**src/rtl/irq_pkg.sv**
```systemverilog
package irq_pkg;
  // exception bits: av0..2, sys, swi, trap, hp, rst0..2
  localparam int EXC_CNT = 10;

  // vector word: base above index, index shifted left by one
  function automatic int vec_word(input int base, input int idx, input int idx_w);
    return (base << (idx_w + 1)) + (idx << 1);
  endfunction

  // index of exception bit pos; n_req itself is the spurious index
  function automatic int exc_index(input int n_req, input int pos);
    return n_req + 1 + pos;
  endfunction
endpackage

```
**src/rtl/irq_cfg_table.sv**
```systemverilog
module irq_cfg_table #(
  parameter int N_REQ = 16,
  parameter int LVL_W = 3,
  localparam int SEL_W = $clog2(N_REQ)
) (
  input  logic                   clk,
  input  logic                   rst_n,
  input  logic                   we,
  input  logic [SEL_W-1:0]       sel,
  input  logic [LVL_W-1:0]       lvl_in,
  input  logic                   cop_in,
  output logic [N_REQ*LVL_W-1:0] lvl_flat,
  output logic [N_REQ-1:0]       route
);
  for (genvar g = 0; g < N_REQ; g++) begin : g_ent
    logic [LVL_W-1:0] l_q;
    logic             r_q;
    always_ff @(posedge clk or negedge rst_n) begin
      if (!rst_n) begin
        l_q <= '0;
        r_q <= 1'b0;
      end else if (we && sel == SEL_W'(g)) begin
        l_q <= lvl_in;
        r_q <= cop_in;
      end
    end
    assign lvl_flat[g*LVL_W +: LVL_W] = l_q;
    assign route[g] = r_q;
  end
endmodule

```
**src/rtl/irq_pick.sv**
```systemverilog
module irq_pick #(
  parameter int N_REQ = 16,
  parameter int LVL_W = 3,
  localparam int SEL_W = $clog2(N_REQ)
) (
  input  logic [N_REQ-1:0]       req,
  input  logic [N_REQ*LVL_W-1:0] lvl_flat,
  input  logic [N_REQ-1:0]       route,
  input  logic                   want_cop,
  input  logic                   enable,
  input  logic [LVL_W-1:0]       thresh,
  output logic                   found,
  output logic [SEL_W-1:0]       idx,
  output logic [LVL_W-1:0]       lvl
);
  // ascending scan with >= keeps the higher index on equal levels
  always_comb begin
    found = 1'b0;
    idx   = '0;
    lvl   = '0;
    for (int i = 0; i < N_REQ; i++) begin
      if (enable && req[i] && route[i] == want_cop &&
          lvl_flat[i*LVL_W +: LVL_W] > thresh &&
          lvl_flat[i*LVL_W +: LVL_W] >= lvl) begin
        found = 1'b1;
        idx   = SEL_W'(i);
        lvl   = lvl_flat[i*LVL_W +: LVL_W];
      end
    end
  end
endmodule

```
**src/rtl/irq_nest.sv**
```systemverilog
module irq_nest #(
  parameter int LVL_W = 3
) (
  input  logic             clk,
  input  logic             rst_n,
  input  logic             cpu_push,
  input  logic [LVL_W-1:0] cpu_push_lvl,
  input  logic             cpu_ret,
  input  logic [LVL_W-1:0] cpu_ret_lvl,
  input  logic             cop_push,
  input  logic [LVL_W-1:0] cop_push_lvl,
  input  logic             cop_pop,
  output logic [LVL_W-1:0] cpu_level,
  output logic [LVL_W-1:0] cop_level,
  output logic [1:0]       cop_depth
);
  logic [LVL_W-1:0] cop_outer, cop_inner;

  always_ff @(posedge clk or negedge rst_n) begin
    if (!rst_n) begin
      cpu_level <= '0;
    end else if (cpu_push) begin
      cpu_level <= cpu_push_lvl;
    end else if (cpu_ret) begin
      cpu_level <= cpu_ret_lvl;
    end
  end

  always_ff @(posedge clk or negedge rst_n) begin
    if (!rst_n) begin
      cop_depth <= 2'd0;
      cop_outer <= '0;
      cop_inner <= '0;
    end else if (cop_push) begin
      if (cop_depth == 2'd0) cop_outer <= cop_push_lvl;
      else                   cop_inner <= cop_push_lvl;
      cop_depth <= cop_depth + 2'd1;
    end else if (cop_pop) begin
      cop_depth <= cop_depth - 2'd1;
    end
  end

  assign cop_level = (cop_depth == 2'd2) ? cop_inner :
                     (cop_depth == 2'd1) ? cop_outer : '0;

  AST_CPU_LEVEL_RAISE: assert property (@(posedge clk) disable iff (!rst_n)
    cpu_push |=> cpu_level == $past(cpu_push_lvl));
  AST_CPU_LEVEL_RESTORE: assert property (@(posedge clk) disable iff (!rst_n)
    (cpu_ret && !cpu_push) |=> cpu_level == $past(cpu_ret_lvl));
  AST_COP_DEPTH_MAX: assert property (@(posedge clk) disable iff (!rst_n)
    cop_depth <= 2'd2);
  AST_COP_NO_PUSH_FULL: assert property (@(posedge clk) disable iff (!rst_n)
    (cop_depth == 2'd2) |-> !cop_push);
endmodule

```
**src/rtl/irq_arbiter.sv**
```systemverilog
module irq_arbiter #(
  parameter int N_REQ  = 16,
  parameter int LVL_W  = 3,
  parameter int BASE_W = 8,
  localparam int SEL_W = $clog2(N_REQ),
  localparam int IDX_W = $clog2(N_REQ + irq_pkg::EXC_CNT + 1),
  localparam int VEC_W = BASE_W + IDX_W + 1
) (
  input  logic              clk,
  input  logic              rst_n,
  input  logic              cfg_we,
  input  logic [SEL_W-1:0]  cfg_sel,
  input  logic [LVL_W-1:0]  cfg_level,
  input  logic              cfg_cop,
  input  logic [BASE_W-1:0] vec_base,
  input  logic [N_REQ-1:0]  irq_req,
  input  logic [2:0]        rst_src,
  input  logic              hp_req,
  input  logic              trap_req,
  input  logic              swi_req,
  input  logic              sys_req,
  input  logic [2:0]        av_req,
  input  logic              irq_mask,
  input  logic              hp_mask,
  input  logic              cpu_ack,
  input  logic              cpu_ret,
  input  logic [LVL_W-1:0]  cpu_ret_level,
  input  logic              cop_ack,
  input  logic              cop_done,
  output logic              cpu_irq,
  output logic [VEC_W-1:0]  cpu_vec,
  output logic              cpu_vec_vld,
  output logic [LVL_W-1:0]  cpu_level,
  output logic              cop_irq,
  output logic [VEC_W-1:0]  cop_vec,
  output logic              cop_vec_vld,
  output logic [1:0]        cop_depth
);
  import irq_pkg::*;

  localparam int POS_W = $clog2(EXC_CNT);
  localparam logic [IDX_W-1:0] SPUR_IDX = IDX_W'(N_REQ);

  logic [N_REQ*LVL_W-1:0] lvl_flat;
  logic [N_REQ-1:0]       route;
  logic                   cpu_found, cop_found;
  logic [SEL_W-1:0]       cpu_pick_idx, cop_pick_idx;
  logic [LVL_W-1:0]       cpu_pick_lvl, cop_pick_lvl, cop_level;
  logic [EXC_CNT-1:0]     exc_bits;
  logic                   exc_hit;
  logic [POS_W-1:0]       exc_pos;
  logic [IDX_W-1:0]       cpu_win_idx, cpu_sel_idx, cop_sel_idx;
  logic                   cpu_take_mask, cop_take, cop_pop;

  irq_cfg_table #(.N_REQ(N_REQ), .LVL_W(LVL_W)) u_cfg (
    .clk(clk), .rst_n(rst_n), .we(cfg_we), .sel(cfg_sel), .lvl_in(cfg_level),
    .cop_in(cfg_cop), .lvl_flat(lvl_flat), .route(route));

  irq_pick #(.N_REQ(N_REQ), .LVL_W(LVL_W)) u_cpu_pick (
    .req(irq_req), .lvl_flat(lvl_flat), .route(route), .want_cop(1'b0),
    .enable(!irq_mask), .thresh(cpu_level),
    .found(cpu_found), .idx(cpu_pick_idx), .lvl(cpu_pick_lvl));

  irq_pick #(.N_REQ(N_REQ), .LVL_W(LVL_W)) u_cop_pick (
    .req(irq_req), .lvl_flat(lvl_flat), .route(route), .want_cop(1'b1),
    .enable(cop_depth != 2'd2), .thresh(cop_level),
    .found(cop_found), .idx(cop_pick_idx), .lvl(cop_pick_lvl));

  // exception ladder: the higher bit wins
  assign exc_bits = {rst_src, hp_req & ~hp_mask, trap_req, swi_req, sys_req, av_req};
  assign exc_hit  = |exc_bits;

  always_comb begin
    exc_pos = '0;
    for (int j = 0; j < EXC_CNT; j++) begin
      if (exc_bits[j]) exc_pos = POS_W'(j);
    end
  end

  assign cpu_win_idx = exc_hit ? IDX_W'(exc_index(N_REQ, int'(exc_pos)))
                               : IDX_W'(cpu_pick_idx);
  assign cpu_irq     = exc_hit | cpu_found;
  assign cop_irq     = cop_found;
  assign cpu_sel_idx = cpu_irq ? cpu_win_idx : SPUR_IDX;
  assign cop_sel_idx = cop_found ? IDX_W'(cop_pick_idx) : SPUR_IDX;

  // named events for the nesting tracker
  assign cpu_take_mask = cpu_ack & ~exc_hit & cpu_found;
  assign cop_take      = cop_ack & cop_found;
  assign cop_pop       = cop_done & (cop_depth != 2'd0) & ~cop_take;

  irq_nest #(.LVL_W(LVL_W)) u_nest (
    .clk(clk), .rst_n(rst_n),
    .cpu_push(cpu_take_mask), .cpu_push_lvl(cpu_pick_lvl),
    .cpu_ret(cpu_ret), .cpu_ret_lvl(cpu_ret_level),
    .cop_push(cop_take), .cop_push_lvl(cop_pick_lvl), .cop_pop(cop_pop),
    .cpu_level(cpu_level), .cop_level(cop_level), .cop_depth(cop_depth));

  always_ff @(posedge clk or negedge rst_n) begin
    if (!rst_n) begin
      cpu_vec     <= '0;
      cpu_vec_vld <= 1'b0;
      cop_vec     <= '0;
      cop_vec_vld <= 1'b0;
    end else begin
      cpu_vec_vld <= cpu_ack;
      cop_vec_vld <= cop_ack;
      if (cpu_ack) cpu_vec <= VEC_W'(vec_word(int'(vec_base), int'(cpu_sel_idx), IDX_W));
      if (cop_ack) cop_vec <= VEC_W'(vec_word(int'(vec_base), int'(cop_sel_idx), IDX_W));
    end
  end

  AST_VLD_FOLLOWS_ACK: assert property (@(posedge clk) disable iff (!rst_n)
    cpu_ack |=> cpu_vec_vld);
  AST_VLD_ONLY_AFTER_ACK: assert property (@(posedge clk) disable iff (!rst_n)
    !cpu_ack |=> !cpu_vec_vld);
  AST_SPURIOUS_IDX: assert property (@(posedge clk) disable iff (!rst_n)
    (cpu_ack && !cpu_irq) |=> cpu_vec[IDX_W:1] == SPUR_IDX);
  AST_CPU_ABOVE_LEVEL: assert property (@(posedge clk) disable iff (!rst_n)
    cpu_found |-> cpu_pick_lvl > cpu_level);
  AST_COP_ABOVE_RUNNING: assert property (@(posedge clk) disable iff (!rst_n)
    cop_found |-> cop_pick_lvl > cop_level);
  AST_MASK_BLOCKS: assert property (@(posedge clk) disable iff (!rst_n)
    (irq_mask && !exc_hit) |-> !cpu_irq);
endmodule

```
**config.mk**
```make
export PLATFORM = sky130hd
export DESIGN_NAME = irq_arbiter
export DESIGN_NICKNAME = d
export VERILOG_FILES = /design/src/rtl/irq_pkg.sv /design/src/rtl/irq_cfg_table.sv /design/src/rtl/irq_pick.sv /design/src/rtl/irq_nest.sv /design/src/rtl/irq_arbiter.sv
export SDC_FILE = /design/constraint.sdc
export NUM_CORES = 1
export LEC_CHECK = 0
export CAP_MARGIN = 5
export CORE_ASPECT_RATIO = 1.5
export CORE_MARGIN = 4
export CORE_UTILIZATION = 65
export CTS_CLUSTER_DIAMETER = 100
export DETAILED_ROUTE_END_ITERATION = 7
export DONT_BUFFER_PORTS = 1
export GPL_TIMING_DRIVEN = 0
export PLACE_DENSITY = 0.83
export SETUP_SLACK_MARGIN = 0.1
export SLEW_MARGIN = 20
export SYNTH_ARGS = -nofsm -noshare
export SYNTH_HDL_FRONTEND = slang
export SYNTH_SLANG_ARGS = --single-unit
```
**constraint.sdc**
```tcl
create_clock -name clk -period 36.7 [get_ports clk]
set_input_delay 7.34 -clock clk [delete_from_list [all_inputs] [get_ports clk]]
set_output_delay 7.34 -clock clk [all_outputs]
set_load 0.05 [all_outputs]
```
==> Yosys cells after proc, flatten, opt, wreduce, memory -nomap -nowiden <==
Cells that the tools add are included.
{ "totals": {"wordCells": 418, "output_inout_bits": 37, "register_bits": 105} }
{ "classes": {"add_sub_neg": 5, "mux": 112, "n_eq_ne": 18, "n_lt_le_gt_ge": 63, "n_reduce_logical": 153, "bitwise_logic": 27} }
{ "ops": {"columns": ["operator", "count"], "rows": [
  ["1-bit logical AND", 144],
  ["3-bit two-way mux", 47],
  ["3-bit > comparator", 32],
  ["3-bit >= comparator", 30],
  ["4-bit two-way mux", 19],
  ["1-bit two-way mux", 35],
  ["4-bit equality test (second input constant)", 8],
  ["14-bit by 6-bit adder with 14-bit output", 2],
  ["1-bit NOT", 20],
  ["4-bit by 3-bit equality test with 1-bit output (second input constant)", 4],
  ["2-bit two-way mux", 8],
  ["5-bit two-way mux", 3],
  ["10-bit OR reduction", 1],
  ["4-bit by 2-bit equality test with 1-bit output (second input constant)", 2],
  ["1-bit bitwise AND", 6],
  ["2-bit nonzero test", 3],
  ["5-bit by 4-bit adder with 5-bit output (first input constant)", 1],
  ["4-bit by 1-bit equality test with 1-bit output (second input constant)", 1],
  ["4-bit logical NOT", 1],
  ["2-bit AND reduction", 2],
  ["3-bit by 1-bit >= comparator with 1-bit output (second input constant)", 1],
  ["2-bit by 1-bit adder with 2-bit output (second input constant)", 1],
  ["2-bit by 1-bit equality test with 1-bit output (second input constant)", 1],
  ["2-bit equality test (second input constant)", 1],
  ["5 further kinds", 5]
]} }

==> Longest topological paths before layout <==
{ "logic_depth": {"depth_word": 57, "depth_mapped": 121, "depth_no_buf": 116} }

==> Modules after synthesis <==
A second synthesis with hierarchy kept.
{ "hier_totals": {"hier_cells": 1358, "hier_area_um2": 11820.1} }
{ "by_module_without_submodules": {"columns": ["module", "seq_area_each_um2", "n_inst", "cells_each", "area_per_inst_um2"], "rows": [
  ["irq_pick (u_cpu_pick)", 0.0, 1, 520, 3861.2],
  ["irq_pick (u_cop_pick)", 0.0, 1, 503, 3545.9],
  ["irq_cfg_table", 1601.5, 1, 172, 2598.7],
  ["irq_arbiter", 700.7, 1, 115, 1271.2],
  ["irq_nest", 275.3, 1, 48, 543.0]
]} }

==> Worst setup path before layout <==
Ideal clock, no wire load.
{ "synth_timing": {"path_type": "in2out", "start": "input port irq_mask", "end": "output port cpu_irq", "path_buffers": 2, "t_arrival_ns": 27.296, "setup_slack_ns": 2.064, "required_time_ns": 29.360, "path_stages": 103, "cell_sequence": "nor4bb_1 o211a_1 ha_1 nand2b_1 a21o_1 a21o_1 and3_1 or2_2 ha_1 nand2b_1 a21o_1 a21o_1 and2_1 o21a_1 ha_1 nand2b_1 a21o_1 a21oi_1 (+67 left out) o221ai_1 nor2_1 a21oi_1 inv_1 ha_1 nand2b_1 a21oi_1 nor2b_1 o221ai_1 mux2_2 ha_1 a21oi_1 nor2b_1 o221ai_1 nand4_1 nor2_1 and3_1 nand2_1"} }
{ "synth_between": {"elab_chain_len": 52, "word_cells_on_any_way": 112} }
{ "synth_rtl": {"columns": ["element", "line", "rtl"], "rows": [
  ["start: declaration", "irq_arbiter.sv:23", "input logic irq_mask,"],
  ["1-bit logical NOT *", "irq_arbiter.sv:61", ".enable(!irq_mask), .thresh(cpu_level),"],
  ["1-bit logical AND (3 in a row)", "irq_pick.sv:22", "if (enable && req[i] && route[i] == want_cop &&"],
  ["1-bit logical AND", "irq_pick.sv:23", "lvl_flat[i*LVL_W +: LVL_W] > thresh &&"],
  ["3-bit two-way mux", "irq_pick.sv:22", null],
  ["3-bit >= comparator", "irq_pick.sv:24", "lvl_flat[i*LVL_W +: LVL_W] >= lvl) begin"],
  ["1-bit logical AND", "irq_pick.sv:23", null],
  ["3-bit two-way mux", "irq_pick.sv:22", null],
  ["3-bit >= comparator", "irq_pick.sv:24", null],
  ["(+34 left out)", null, null],
  ["3-bit two-way mux", "irq_pick.sv:22", null],
  ["3-bit >= comparator", "irq_pick.sv:24", null],
  ["1-bit logical AND", "irq_pick.sv:23", null],
  ["3-bit two-way mux", "irq_pick.sv:22", null],
  ["3-bit >= comparator", "irq_pick.sv:24", null],
  ["1-bit logical AND", "irq_pick.sv:23", null],
  ["1-bit two-way mux *", "irq_pick.sv:22", null],
  ["1-bit bitwise OR *", "irq_arbiter.sv:82", "assign cpu_irq = exc_hit | cpu_found;"],
  ["end: declaration", "irq_arbiter.sv:30", "output logic cpu_irq,"]
]} }
Mark *: on every way between the ends. The rest lies on a longest branch, timed or not.

==> Final worst setup path <==
{ "layout_timing": {"start": "input port irq_req[0]", "end": "output port cop_irq"} }
{ "layout_between": {"elab_chain_len": 50, "word_cells_on_any_way": 65} }
{ "layout_rtl": {"columns": ["element", "line", "rtl"], "rows": [
  ["start: declaration", "irq_arbiter.sv:16", "input logic [N_REQ-1:0] irq_req,"],
  ["1-bit logical AND * (3 in a row)", "irq_pick.sv:22", null],
  ["1-bit logical AND *", "irq_pick.sv:23", null],
  ["3-bit two-way mux", "irq_pick.sv:22", null],
  ["3-bit >= comparator", "irq_pick.sv:24", null],
  ["1-bit logical AND", "irq_pick.sv:23", null],
  ["3-bit two-way mux", "irq_pick.sv:22", null],
  ["3-bit >= comparator", "irq_pick.sv:24", null],
  ["1-bit logical AND", "irq_pick.sv:23", null],
  ["(+32 left out)", null, null],
  ["1-bit logical AND", "irq_pick.sv:23", null],
  ["3-bit two-way mux", "irq_pick.sv:22", null],
  ["3-bit >= comparator", "irq_pick.sv:24", null],
  ["1-bit logical AND", "irq_pick.sv:23", null],
  ["3-bit two-way mux", "irq_pick.sv:22", null],
  ["3-bit >= comparator", "irq_pick.sv:24", null],
  ["1-bit logical AND", "irq_pick.sv:23", null],
  ["1-bit two-way mux *", "irq_pick.sv:22", null],
  ["end: declaration", "irq_arbiter.sv:34", "output logic cop_irq,"]
]} }
Marked as above.

==> metrics.yaml <==
drv_cap: 0
end_kind: "output port"
insertion_delay_ns: 0.35
period_share: 0.968
finalWirelength_um: 30100
postPlaceCellArea_sq_um: 10500
initial_utilization: 0.668
whs_ns: 0.512
relSlewSlack: 0.301
syn_area_sq_um: 10200
cts_buffers: 9
synth_top_area_frac: 0.254
via_per_inst: 6.77
clock.fmax_ghz: 0.0281
grt_overflow: 0
htree_num_levels: 3
rows: 55
avgSynthCellArea_sq_um: 8.71
cts_root_buf: "clkbuf_16"
min_path_type: "flip-flop to flip-flop"
leakage_nw: 5.00
antennaDiodeCount: 0
crit_slowest_cell: "a2111oi_1"
netlist_top_cells_area: "dfrtp_1 (25%), ha_1 (18%), mux2_2 (8.2%)"
drive_gt1_frac: 0.167
final_area_sq_um: 11200
first_pass_iters: 5
tightest_slew_ns: 1.05
cts_sinks: 103
area_growth_pct: 10.4
clkTransAtPathRegs_ns: 0.08
fp.dieW_um: 110
power.density_nw_per_um2: 79.2
crit_path_start_kind: "input port"
ys_ff_latch: 103
finClkSkew_ns: 0.00701
synth_flop_cell: "dfrtp_1"
boundaryPins: 91
grt_pass1_wl_um: 48300
dieArea_sq_um: 17700
dieHeight_um: 161
ys_seq_area_frac: 0.254
finalMaxSlewViolations: 0
crit_required_ns: 29.36
vdd_ir_drop_max_uv: 61.3
hold_viol: 0
mostFrequentLayoutCell: "ha_1"
antenna_found_initial: 0
async_reset_ff_frac: 1.00
setup_violations: 0
crit_top_cell: "ha_1"
worst-setup-path-type: "input port to output port"
cpPeakStageDelay_ns: 0.56
critPathMaxFanout: 7
portBuffers: 0
drt-initial-drc-count: 683
drtAntennaViolNets: 0
cts_tree: "done"
hpwl_um: 22300
synthCells: 1167
grt_usage: 0.344
routabilityCongestion: 0.959
critPathArrivalTime_ns: 28.19
final_cell_mix: "ha_1 (147), dfrtp_1 (102), nand2_1 (94)"
netlist-cell-type-count: 91
fin_nets: 1401
period_needed_ns: 35.53
finalPower_uw: 889
status: "complete, no violations"
grt_pass1_vias: 9553
synth_top_cell_by_area: "dfrtp_1"
yosysWarningCount: 0
routedWlPerCell_um: 21.5
vias: 9512
cts.path.max_buffers: 2
grt_max_degree: 104
drcViolationCount: 0
coreArea_sq_um: 15200
synth_edf_count: 0
n_fill_cell: 1141
==> sequential cells by signal, summed over array words and instances (netlist names) <==
register and count:
u_nest.cop_depth 2, cpu_vec 13, cop_vec_vld 1, u_cfg.g_ent.r_q 16, u_nest.cop_outer 3, u_nest.cop_inner 3, u_nest.cpu_level 3, u_cfg.g_ent.l_q 48
cop_vec 13, cpu_vec_vld 1
==> synthesized netlist by cell type (all sizes together), types with 5 or more instances <==
| cell | count |
|---|---|
| dfrtp | 103 |
| ha | 147 |
| o21ai | 73 |
| mux2 | 76 |
| mux2i | 5 |
| nand3b | 6 |
| o21a | 21 |
| o211ai | 13 |
| maj3 | 15 |
| nor3 | 11 |
| nor2 | 91 |
| nand2b | 36 |
| o22ai | 5 |
| nor2b | 29 |
| or2 | 10 |
| a311oi | 9 |
| clkbuf | 17 |
| o31ai | 10 |
| and4 | 5 |
| a21oi | 70 |
| nand3 | 34 |
| o311ai | 8 |
| a211oi | 5 |
| nor4 | 6 |
| a21boi | 8 |
| buf | 9 |
| a31oi | 32 |
| inv | 76 |
| nand2 | 99 |
| and3 | 14 |
| a21o | 22 |
| o221ai | 11 |
| and2 | 19 |
| nor3b | 6 |
| a31o | 5 |
| or3 | 7 |
==> worst paths after layout <==
kind	slack [ns]	startpoint	cells past startpoint	end
min reg2reg	0.51	u_nest.cop_outer[0]	1	u_nest.cop_outer[0]
max reg2reg	12.44	u_nest.cop_depth[0]	113	u_nest.cop_inner[0]
max in group asynchronous	29.87	rst_n	0	u_cfg.g_ent[7].l_q[0]
max	1.17	irq_req[0]	99	cop_irq
min in group asynchronous	6.68	rst_n	0	u_nest.cpu_level[1]
min	0.51	u_nest.cop_outer[0]	1	u_nest.cop_outer[0]
==> per-stage QoR <==
stage / util / worst slack, ns / std cells / TNS, ns
2_1_floorplan: - / 2.06 / 1168 / 0
3_3_place_gp: 0.685 / -1.16 / 1367 / -1.34
3_5_place_dp: 0.688 / -1.76 / 1369 / -2.24
4_1_cts: 0.713 / 0.0748 / 1385 / 0
5_1_grt: 0.738 / -0.109 / 1404 / -0.114
6_report: 0.738 / 1.17 / 1404 / 0
==> layout make-up <==
cell class / count / area (sq um) / share of cell area
buffer: 26 / 129 / 0.0115
clock buffer: 11 / 253 / 0.0225
clock inverter: 5 / 31.3 / 0.00279
inverter: 76 / 285 / 0.0254
multi-input combinational: 963 / 7510 / 0.669
sequential: 103 / 2580 / 0.230
tap: 199 / 249 / 0.0222
timing repair buffer: 21 / 181 / 0.0162
==> power by group <==
group / total, mW / switching, mW / internal [mW]
registers: 0.198 / 0.0580 / 0.140
clock network: 0.0956 / 0.0458 / 0.0498
logic: 0.595 / 0.343 / 0.253
total: 0.889 / 0.447 / 0.442
==> metal layers <==
metal | wire length (um) | global-route usage | vias to the layer above
met5 | 0 | 0 | -
met1 | 11100 | 0.396 | 4496
met4 | 2080 | 0.200 | 0
met2 | 14700 | 0.577 | 470
li1 | - | - | 4404
met3 | 2280 | 0.0736 | 142
==> critical path, delay by kind of cell <==
kind / cells / cell delay (ns)
buffers and inverters: 1 / 0.14
and+or+nand+nor: 35 / 5.99
adders and majority gates: 16 / 4.46
muxes: 2 / 0.72
AOI/OAI and AO/OA: 45 / 9.50
==> logic make-up (layout without fill, tap and decap cells) <==
logic type | after synthesis | count (layout) | synth area share
other | 1 | 2 | 0.000369
xor gates and xnor gates | 1 | 1 | 0.000862
adders and majority gates | 162 | 162 | 0.196
AOI/OAI and AO/OA | 335 | 335 | 0.229
and+or+nand+nor | 382 | 382 | 0.190
DFF | 103 | 103 | 0.254
muxes | 81 | 81 | 0.0899
buffers and inverters | 102 | 139 | 0.0405
==> timing repair <==
action | CTS | global route
endpoints found under the setup margin | 2 | 2
hold buffers | 0 | 0
buffers inserted | 0 | 19
endpoints found under the hold margin | 0 | 0
pin swaps | 0 | 16
gates resized for setup | 19 | 48
No activity file was read; power rests on OpenSTA's default activity.
